[config.mk]
export PLATFORM = sky130hd
export DESIGN_NAME = pdec_cmp
export DESIGN_NICKNAME = d
export VERILOG_FILES = /design/src/rtl/pdec_pkg.sv /design/src/rtl/pdec_nib_chk.sv /design/src/rtl/pdec_byte_eval.sv /design/src/rtl/pdec_cmp.sv
export SDC_FILE = /design/constraint.sdc
export NUM_CORES = 1
export LEC_CHECK = 0
export CORE_UTILIZATION = 30
export CTS_CLUSTER_SIZE = 20
export DETAILED_ROUTE_END_ITERATION = 6
export MAX_ROUTING_LAYER = met4
export PLACE_DENSITY = 0.56
export SLEW_MARGIN = 10
export SYNTH_ARGS = -nofsm -noshare
export SYNTH_HDL_FRONTEND = slang
export SYNTH_HIERARCHICAL = 1
export SYNTH_SLANG_ARGS = --single-unit
export TNS_END_PERCENT = 100
[constraint.sdc]
create_clock -name clk -period 8.1 [get_ports clk]
set_input_delay 1.62 -clock clk [delete_from_list [all_inputs] [get_ports clk]]
set_output_delay 1.62 -clock clk [all_outputs]
set_load 0.03 [all_outputs]
[src/rtl/pdec_pkg.sv]
// Shared types for the packed-decimal comparator.
// Assumes nothing beyond the encodings declared here.
package pdec_pkg;
    // Controller states of the fetch/compare walk
    typedef enum logic [2:0] {
        S_IDLE = 3'd0,
        S_FA   = 3'd1,
        S_FB   = 3'd2,
        S_STEP = 3'd3,
        S_FIN  = 3'd4
    } pdec_state_t;

    // Relation codes double as the externally visible condition code
    typedef enum logic [1:0] {
        REL_EQ = 2'd0,
        REL_LT = 2'd1,
        REL_GT = 2'd2
    } pdec_rel_t;
endpackage

[src/rtl/pdec_nib_chk.sv]
// Classifies one byte of a packed-decimal operand.
// Non-final bytes carry two digits; the final byte carries one digit and a sign.
// Assumes is_last is asserted only for the least significant byte.
module pdec_nib_chk (
    input  logic [7:0] byte_in,
    input  logic       is_last,
    output logic       ok,
    output logic       neg,
    output logic       nz
);
    logic [3:0] hi_n;
    logic [3:0] lo_n;

    // Split the byte and judge each nibble by its role
    always_comb begin
        hi_n = byte_in[7:4];
        lo_n = byte_in[3:0];
        ok   = (hi_n <= 4'd9) && (is_last ? (lo_n >= 4'hA) : (lo_n <= 4'd9));
        neg  = is_last && ((lo_n == 4'hB) || (lo_n == 4'hD));
        nz   = (hi_n != 4'd0) || (!is_last && (lo_n != 4'd0));
    end
endmodule

[src/rtl/pdec_byte_eval.sv]
// Evaluates one aligned byte position of both operands.
// Produces validity, sign, nonzero flags and the magnitude relation of the digits.
// Assumes padded positions are presented as 0x00.
module pdec_byte_eval
    import pdec_pkg::*;
(
    input  logic [1:0][7:0] bytes_in,
    input  logic            is_last,
    output logic            ok,
    output logic [1:0]      neg,
    output logic [1:0]      nz,
    output pdec_rel_t       rel
);
    logic [1:0] ok_v;
    logic [1:0][7:0] key;

    // One classifier per operand
    for (genvar g = 0; g < 2; g++) begin : g_op
        pdec_nib_chk u_chk (
            .byte_in (bytes_in[g]),
            .is_last (is_last),
            .ok      (ok_v[g]),
            .neg     (neg[g]),
            .nz      (nz[g])
        );
        // Sign nibble is masked out of the magnitude key on the final byte
        assign key[g] = is_last ? {bytes_in[g][7:4], 4'h0} : bytes_in[g];
    end

    // Combine validity and order the two digit keys
    always_comb begin
        ok = &ok_v;
        if (key[0] < key[1])      rel = REL_LT;
        else if (key[0] > key[1]) rel = REL_GT;
        else                      rel = REL_EQ;
    end
endmodule

[src/rtl/pdec_cmp.sv]
// Packed-decimal field comparator.
// Walks both right-aligned operands from the most significant byte. For each
// position it reads operand 1 and then operand 2 (a padding position is not
// read). It latches the first magnitude difference, then applies the signs.
// Assumes mem_rvalid arrives only while mem_req is high, once per request.
module pdec_cmp
    import pdec_pkg::*;
#(
    parameter int AW   = 16,
    parameter int MAXB = 16,
    localparam int LW  = $clog2(MAXB),
    localparam int CW  = LW + 1
) (
    input  logic            clk,
    input  logic            rst_n,
    input  logic            start,
    input  logic [AW-1:0]   op1_addr,
    input  logic [AW-1:0]   op2_addr,
    input  logic [2*LW-1:0] len_code,
    output logic            mem_req,
    output logic [AW-1:0]   mem_addr,
    input  logic            mem_rvalid,
    input  logic [7:0]      mem_rdata,
    output logic            done,
    output logic [1:0]      cc,
    output logic            dexc
);
    pdec_state_t     state;
    logic [CW-1:0]   k, nb, len1, len2;
    logic [AW-1:0]   a1, a2;
    logic [1:0][7:0] bytes_r;
    pdec_rel_t       rel_r, byte_rel, fin_rel;
    logic            bad_r, ok_b;
    logic [1:0]      nz_r, neg_r, nz_b, neg_b;
    logic [CW-1:0]   pad1, pad2, l1n, l2n;
    logic            ex1, ex2, is_last;

    // Alignment: which operand bytes exist at walk position k
    always_comb begin
        pad1    = nb - len1;
        pad2    = nb - len2;
        ex1     = (k >= pad1);
        ex2     = (k >= pad2);
        is_last = (k == nb - CW'(1));
        l1n     = CW'(len_code[2*LW-1:LW]) + CW'(1);
        l2n     = CW'(len_code[LW-1:0]) + CW'(1);
    end

    // Read port: request the existing byte of the operand being fetched
    always_comb begin
        mem_req  = 1'b0;
        mem_addr = a1 + AW'(k - pad1);
        if (state == S_FA && ex1) begin
            mem_req = 1'b1;
        end else if (state == S_FB && ex2) begin
            mem_req  = 1'b1;
            mem_addr = a2 + AW'(k - pad2);
        end
    end

    pdec_byte_eval u_eval (
        .bytes_in (bytes_r),
        .is_last  (is_last),
        .ok       (ok_b),
        .neg      (neg_b),
        .nz       (nz_b),
        .rel      (byte_rel)
    );

    // Apply signs to the magnitude relation; a zero is never negative
    always_comb begin
        logic en1, en2;
        en1 = neg_r[0] & nz_r[0];
        en2 = neg_r[1] & nz_r[1];
        if (en1 && !en2)      fin_rel = REL_LT;
        else if (!en1 && en2) fin_rel = REL_GT;
        else if (en1)         fin_rel = (rel_r == REL_LT) ? REL_GT :
                                        (rel_r == REL_GT) ? REL_LT : REL_EQ;
        else                  fin_rel = rel_r;
    end

    // Controller: fetch, evaluate and report
    always_ff @(posedge clk) begin
        if (!rst_n) begin
            state   <= S_IDLE;
            k       <= '0;
            nb      <= '0;
            len1    <= '0;
            len2    <= '0;
            a1      <= '0;
            a2      <= '0;
            bytes_r <= '0;
            rel_r   <= REL_EQ;
            bad_r   <= 1'b0;
            nz_r    <= '0;
            neg_r   <= '0;
            done    <= 1'b0;
            cc      <= 2'd0;
            dexc    <= 1'b0;
        end else begin
            done <= 1'b0;
            unique case (state)
                S_IDLE: if (start) begin
                    a1    <= op1_addr;
                    a2    <= op2_addr;
                    len1  <= l1n;
                    len2  <= l2n;
                    nb    <= (l1n > l2n) ? l1n : l2n;
                    k     <= '0;
                    rel_r <= REL_EQ;
                    bad_r <= 1'b0;
                    nz_r  <= '0;
                    neg_r <= '0;
                    state <= S_FA;
                end
                S_FA: begin
                    if (!ex1) begin
                        bytes_r[0] <= 8'h00;
                        state      <= S_FB;
                    end else if (mem_rvalid) begin
                        bytes_r[0] <= mem_rdata;
                        state      <= S_FB;
                    end
                end
                S_FB: begin
                    if (!ex2) begin
                        bytes_r[1] <= 8'h00;
                        state      <= S_STEP;
                    end else if (mem_rvalid) begin
                        bytes_r[1] <= mem_rdata;
                        state      <= S_STEP;
                    end
                end
                S_STEP: begin
                    bad_r <= bad_r | !ok_b;
                    nz_r  <= nz_r | nz_b;
                    if (rel_r == REL_EQ) rel_r <= byte_rel;
                    if (is_last) begin
                        neg_r <= neg_b;
                        state <= S_FIN;
                    end else begin
                        k     <= k + CW'(1);
                        state <= S_FA;
                    end
                end
                S_FIN: begin
                    done  <= 1'b1;
                    dexc  <= bad_r;
                    if (!bad_r) cc <= fin_rel;
                    state <= S_IDLE;
                end
                default: state <= S_IDLE;
            endcase
        end
    end

    // Completion is a single-cycle pulse
    p_done_pulse_r7: assert property (@(posedge clk) disable iff (!rst_n)
        done |=> !done);

    // A pending read holds its address until accepted
    p_req_hold_r9: assert property (@(posedge clk) disable iff (!rst_n)
        mem_req && !mem_rvalid |=> mem_req && $stable(mem_addr));

    // No read is outstanding when a result is reported
    p_no_req_done_r9: assert property (@(posedge clk) disable iff (!rst_n)
        done |-> !mem_req);

    // Valid results never use code 3
    p_cc_legal_r2: assert property (@(posedge clk) disable iff (!rst_n)
        done && !dexc |-> cc != 2'd3);

    // A data exception leaves the condition code untouched
    p_cc_keep_r6: assert property (@(posedge clk) disable iff (!rst_n)
        done && dexc |-> cc == $past(cc));
endmodule

**Word-level counts from Yosys, hierarchy flattened**

Cells that the tools add are included.

- Add/sub/neg operators: 10
- Order comparisons: 11
- Equality and inequality tests: 19
- Multiplexer cells: 38
- Bitwise operators: 5
- Reductions and logical operators: 35

Operators with widths:

| operator | number |
|---|---|
| 16-bit adder | 2 |
| 16-bit two-way mux | 2 |
| 8-bit two-way mux | 3 |
| 2-bit two-way mux | 9 |
| 3-bit two-way mux | 6 |
| 4-bit == test (second input constant) | 4 |
| 4-bit <= comparator (second input constant) | 4 |
| 4-bit nonzero test | 4 |
| 5-bit two-way mux | 3 |
| 2-bit one-hot mux with 2 select lines | 3 |
| 3-bit one-hot mux with 4 select lines | 1 |
| 2-bit AND reduction | 6 |
| 3-bit AND reduction | 4 |
| 5-bit by 5-bit subtractor with 6-bit output | 2 |
| 4-bit by 1-bit adder with 5-bit output (second input constant) | 2 |
| 5-bit greater-or-equal comparator | 2 |
| 1-bit logical AND | 10 |
| 2-bit != test (second input constant) | 5 |
| 5-bit one-hot mux with 2 select lines | 1 |
| 5-bit subtractor | 2 |
| 4-bit greater-or-equal comparator (second input constant) | 2 |
| 8-bit greater-than comparator | 1 |
| 8-bit less-than comparator | 1 |
| 4-bit two-way mux | 2 |
| 22 further kinds | 37 |

- Register bits after elaboration: 82
- Bits of input ports: 52
- Output and inout bits: 21
- Word-level logic and storage cells: 134

**Logic depth before layout (Yosys ltp)**

- Depth in word-level cells: 8
- Depth in mapped cells: 18
- Mapped depth without buffers: 18

**By module**

The synthesis kept the hierarchy.

Modules (own cells, without submodules):

| module | times used | cells each | area an instance (um^2) | sequential area each (um^2) |
|---|---|---|---|---|
| pdec_cmp | 1 | 708 | 5875.6 | 1641.6 |
| pdec_byte_eval | 1 | 34 | 260.2 | 0.0 |
| pdec_nib_chk | 2 | 10 | 58.8 | 0.0 |

**Worst setup path before layout**

No wires, ideal clock.

- Kind: register -> output
- From: register nb[0]
- To: output port mem_addr[14]
- Arrival time: 4396 ps
- Data required time: 6480 ps
- Setup slack: 2084 ps
- Stages on the path, launching flop included: 19
- Path buffers: 0
- Cell sequence: dfxtp_1 -> inv_1 -> ha_1 -> inv_1 -> fa_1 -> a21o_1 -> a21oi_1 -> xnor2_1 -> ha_1 -> and3_1 -> o21a_1 -> nor2_1 -> ha_1 -> and2_1 -> and3_1 -> nor3_1 -> a21oi_1 -> o21a_1 -> o31ai_1

- Word-level cells in the longest chain between the ends: 5
- Elaborated cells on any way between the ends: 12
- Classes of those cells: add/sub: 6; order compare: 2; mux: 2; reduce/logical: 2

RTL lines:

| what | RTL line | source |
|---|---|---|
| from (decl) | pdec_cmp.sv:29 | `logic [CW-1:0] k, nb, len1, len2;` |
| from (signal assigned) | pdec_cmp.sv:108 | `nb <= (l1n > l2n) ? l1n : l2n;` |
| 5-bit subtractor (on tied branches) | pdec_cmp.sv:40, pdec_cmp.sv:41 |  |
| 5-bit by 5-bit subtractor with 6-bit output, or another cell as far along | pdec_cmp.sv:52 | `mem_addr = a1 + AW'(k - pad1);` |
| 16-bit adder, or another cell as far along | pdec_cmp.sv:52 |  |
| 16-bit two-way mux | pdec_cmp.sv:55 | `end else if (state == S_FB && ex2) begin` |
| 16-bit two-way mux (*) | pdec_cmp.sv:53 | `if (state == S_FA && ex1) begin` |
| to (decl) | pdec_cmp.sv:21 | `output logic [AW-1:0] mem_addr,` |

Every way passes the cells marked *; elsewhere a longest branch is shown, timed or not.

**Worst setup path in the final report**

- From: register nb[0]
- To: output port mem_addr[13]

The elaborated chain is that of the path after synthesis.

==> flow_metrics.py <==
metrics = {
    "sta": {
        "hold_viol_final": 0,
        "holdWs_ns": 0.454,
        "min_period_ns": 6.97,
        "clock_skew_ns": 0.0103,
        "grt_setup_unrepaired": "false",
        "setup_violations": 0,
        "timing.slew.headroom_pct": 53.1,
        "fin_crit_sh_pct": 86.0,
        "max_slew.worst_pin.slew_ns": 0.704,
        "fin_setup_tns_ns": 0,
        "drv_slew": 0,
        "fmax_mhz": 144,
    },
    "clock_network": {
        "h-tree-depth": 3,
        "clk_pin_slew_ns": 0.07,
        "cts_buffer_depth": 2,
        "cts_root_buf": "clkbuf_16",
        "hold_buffers": 0,
        "tritoncts": "done",
        "postCtsSetupBuffers": 0,
        "cts_buffers": 9,
        "insertion_delay_ns": 0.35,
        "ctsResizeCount": 0,
        "clock_sinks": 82,
    },
    "hold_path": {
        "hp-start": "len1[1]$_SDFFE_PN0P_",
        "holdPathStages": 2,
        "min_path_type": "register to register",
        "worstHoldEndpoint": "len1[1]$_SDFFE_PN0P_",
    },
    "critical_path": {
        "cp.arrival_ns": 5.35,
        "critPathSlowestCell": "clkdlybuf4s50_1",
        "worst_r2r_endpoint": "state[0]$_SDFFE_PN0P_",
        "cp-end-kind": "output pin",
        "max_stage_delay_ns": 0.70,
        "r2r_setup_slack_ns": 4.79,
        "reg2reg_from": "nb[0]$_SDFFE_PN0P_",
        "worst-path-max-fanout": 10,
        "critPathLaunchType": "register",
        "cp_cell_sequence": "inv_1 > ha_1 > inv_1 > fa_1 > a21o_1 > a21oi_1 > xnor2_1 > ha_1 > and3_1 > o21a_1 > nor2_1 > ha_1 > nand3_1 > nor3_1 > o32ai_2 > o21ai_1 > xnor2_1 > mux2i_1 > clkdlybuf4s50_1",
        "crit_type": "register to output pin",
        "path_common_cell": "ha_1",
        "reg2regPathDepth": 14,
        "cp.required_ns": 6.48,
    },
    "logic_synthesis": {
        "synth_top_cell_area_share_pct": 26.3,
        "synth.area.mux_share_pct": 2.02,
        "synthSimpleGateAreaFrac_pct": 19.7,
        "synthesis.nets": 887,
        "synth-async-reset-ratio_pct": 0,
        "syn_area_um2": 6250,
        "ys_types": 67,
        "ys_warn_count": 6,
        "syn_area_per_cell_um2": 8.21,
        "synth_cells": 762,
        "ys_top_cells_by_area": "dfxtp_1 (26%), ha_1 (13%), nand2_1 (6.4%)",
        "ys_seq_elements": 82,
        "synth_fa_ha_area_share_pct": 15.3,
        "ys_seq_area_share_pct": 26.3,
        "synth_compound_area_share_pct": 24.4,
        "synth-edff-count": 0,
        "synth-xor-area-share_pct": 7.94,
        "yosysTopAreaCell": "dfxtp_1",
        "synth_top_family_by_area": "compound AO/OA/AOI/OAI gates",
        "synth_ff_type": "dfxtp_1",
    },
    "finish": {
        "layout.nets": 949,
        "fin_util_pct": 36.9,
        "antenna_cells": 0,
        "drive_gt1_share_pct": 5.67,
        "syn_to_final_growth_pct": 20.0,
        "design_area_um2": 7510,
        "nFillCells": 2137,
    },
    "global_routing": {
        "grt_max_degree": 79,
        "grt.total_usage_pct": 15.1,
        "antenna_found_initial": 0,
        "overflow": 0,
        "grt_pass1_wl_mm": 25.5,
        "grt_pass1_vias": 5265,
    },
    "pwr": {
        "cellPowerDensity_nw_per_um2": 308,
        "p_leak_nw": 3.13,
        "ir_drop_mv": 0.162,
    },
    "floorplanning": {
        "start_util_pct": 30.7,
        "die_x_um": 146,
        "core_um2": 20400,
        "io_pins": 73,
        "fp.dieArea_um2": 21400,
        "die_y_um": 146,
        "core.rowCount": 52,
    },
    "routing": {
        "routed_via_density": 4.87,
        "route.detailed.drc": 0,
        "vias": 5348,
        "wl_mm": 15.2,
        "ant_nets": 0,
        "drt_iter0_drc": 240,
        "wl_per_cell_um": 13.8,
        "drt-pass1-iter-count": 7,
    },
    "status": {
        "status": "finished clean",
    },
    "run": {
        "drv_cap": 0,
    },
    "placement": {
        "dp_hpwl_mm": 11.5,
        "finalWeightedCongestion": 0.881,
        "dpl_cell_area_um2": 7220,
        "port_buffers": 72,
    },
}
==> layer usage <==
| layer | vias to the layer above | routed length [um] | GRT usage, % |
|---|---|---|---|
| met5 | - | 0 | - |
| met4 | 0 | 209 | 4.22 |
| met1 | 2420 | 7330 | 18.8 |
| met3 | 18 | 596 | 2.63 |
| li1 | 2801 | - | - |
| met2 | 109 | 7020 | 24.9 |
==> placed cells by master (no fill, tap or decap), types with 7 or more instances in the layout <==
cell type          n
a21boi_0          18
a21boi_1          28
a21o_1            18
a21oi_1           53
a22oi_1            8
a32oi_1            8
and3_1             9
clkbuf_16          9
clkdlybuf4s50_1   71
dfxtp_1           82
ha_1              67
inv_1             40
mux2i_1            7
nand2_1          107
nand2b_1           8
nand3_1           22
nor2_1            39
nor2b_1           26
nor3_1             7
o21ai_0           17
o21ai_1           17
o21bai_1           7
xnor2_1           36
xor2_1            18
==> per-stage QoR <==
stage / power [mW] / setup WS (ns) / instances
2_1_floorplan: 1.51 / 2.08 / 762
3_3_place_gp: 1.92 / 1.60 / 1083
3_5_place_dp: 1.92 / 1.50 / 1083
4_1_cts: 2.33 / 1.12 / 1099
5_1_grt: 2.50 / 0.736 / 1099
6_report: 2.31 / 1.13 / 1099
==> worst max-delay path by stage <==
stage,endpoint,cells after the start,start
global placement,mem_addr[13],19,nb[0]$_SDFFE_PN0P_
CTS,mem_addr[13],19,nb[0]$_SDFFE_PN0P_
global route,mem_addr[14],19,nb[0]$_SDFFE_PN0P_
finish,mem_addr[13],19,nb[0]$_SDFFE_PN0P_
floorplan,mem_addr[14],18,nb[0]$_SDFFE_PN0P_
detailed placement,mem_addr[13],19,nb[0]$_SDFFE_PN0P_
==> critical path: cells and delay by family, from the launching register on <==
| kind | cells | cell delay [ns] |
|---|---|---|
| adders and majority gates | 4 | 1.23 |
| xor gates and xnor gates | 2 | 0.31 |
| muxes | 1 | 0.15 |
| DFF | 1 | 0.34 |
| AOI/OAI and AO/OA | 5 | 1.07 |
| buffers and inverters | 3 | 0.86 |
| and+or+nand+nor | 4 | 1.01 |
==> cell usage after synthesis, types with 6 or more instances <==
master	instances
nor2_1	39
xor2_1	18
a21o_1	18
ha_1	67
o21bai_1	7
nand2_1	107
xnor2_1	36
o21ai_1	17
nor3_1	7
nand2b_1	8
a22oi_1	8
fa_1	6
a21boi_1	28
a32oi_1	8
clkbuf_1	15
o21a_1	6
mux2i_1	7
inv_1	40
nand3_1	22
a21oi_1	53
a21boi_0	18
nor2b_1	26
dfxtp_1	82
a211oi_1	6
and3_1	9
o21ai_0	17
and2_1	6
==> sequential cells by signal, summed over array words and instances, names as in the netlist <==
signal and flops:
a1 16, a2 16, bad_r 1, bytes_r 16
cc 2, dexc 1, done 1, k 5
len1 5, len2 5, nb 5, neg_r 2
nz_r 2, rel_r 2, state 3
==> power by group <==
group	internal, mW	switching [mW]
logic	0.630	0.823
clock network	0.213	0.187
registers	0.431	0.0260
total	1.27	1.04
==> logic make-up after synthesis <==
| kind of cell | after synthesis |
|---|---|
| AO/OA/AOI/OAI | 220 |
| multiplexers | 12 |
| flip-flops | 82 |
| AND/OR/NAND/NOR | 254 |
| adder cells (fa/ha/maj) | 73 |
| buffers and inverters | 66 |
| XOR/XNOR | 55 |
==> final cells by class <==
cell class                      instances  area [um2]  share of cell area (%)
Sequential cell                        82        1640                    21.9
Clock buffer                            9         225                    3.00
Clock inverter                          7        58.8                   0.783
Timing Repair Buffer                   76         746                    9.93
Tap cell                              270         338                    4.50
Multi-Input combinational cell        614        4340                    57.9
Inverter                               41         154                    2.05
No activity file was read; power rests on OpenSTA's default activity.
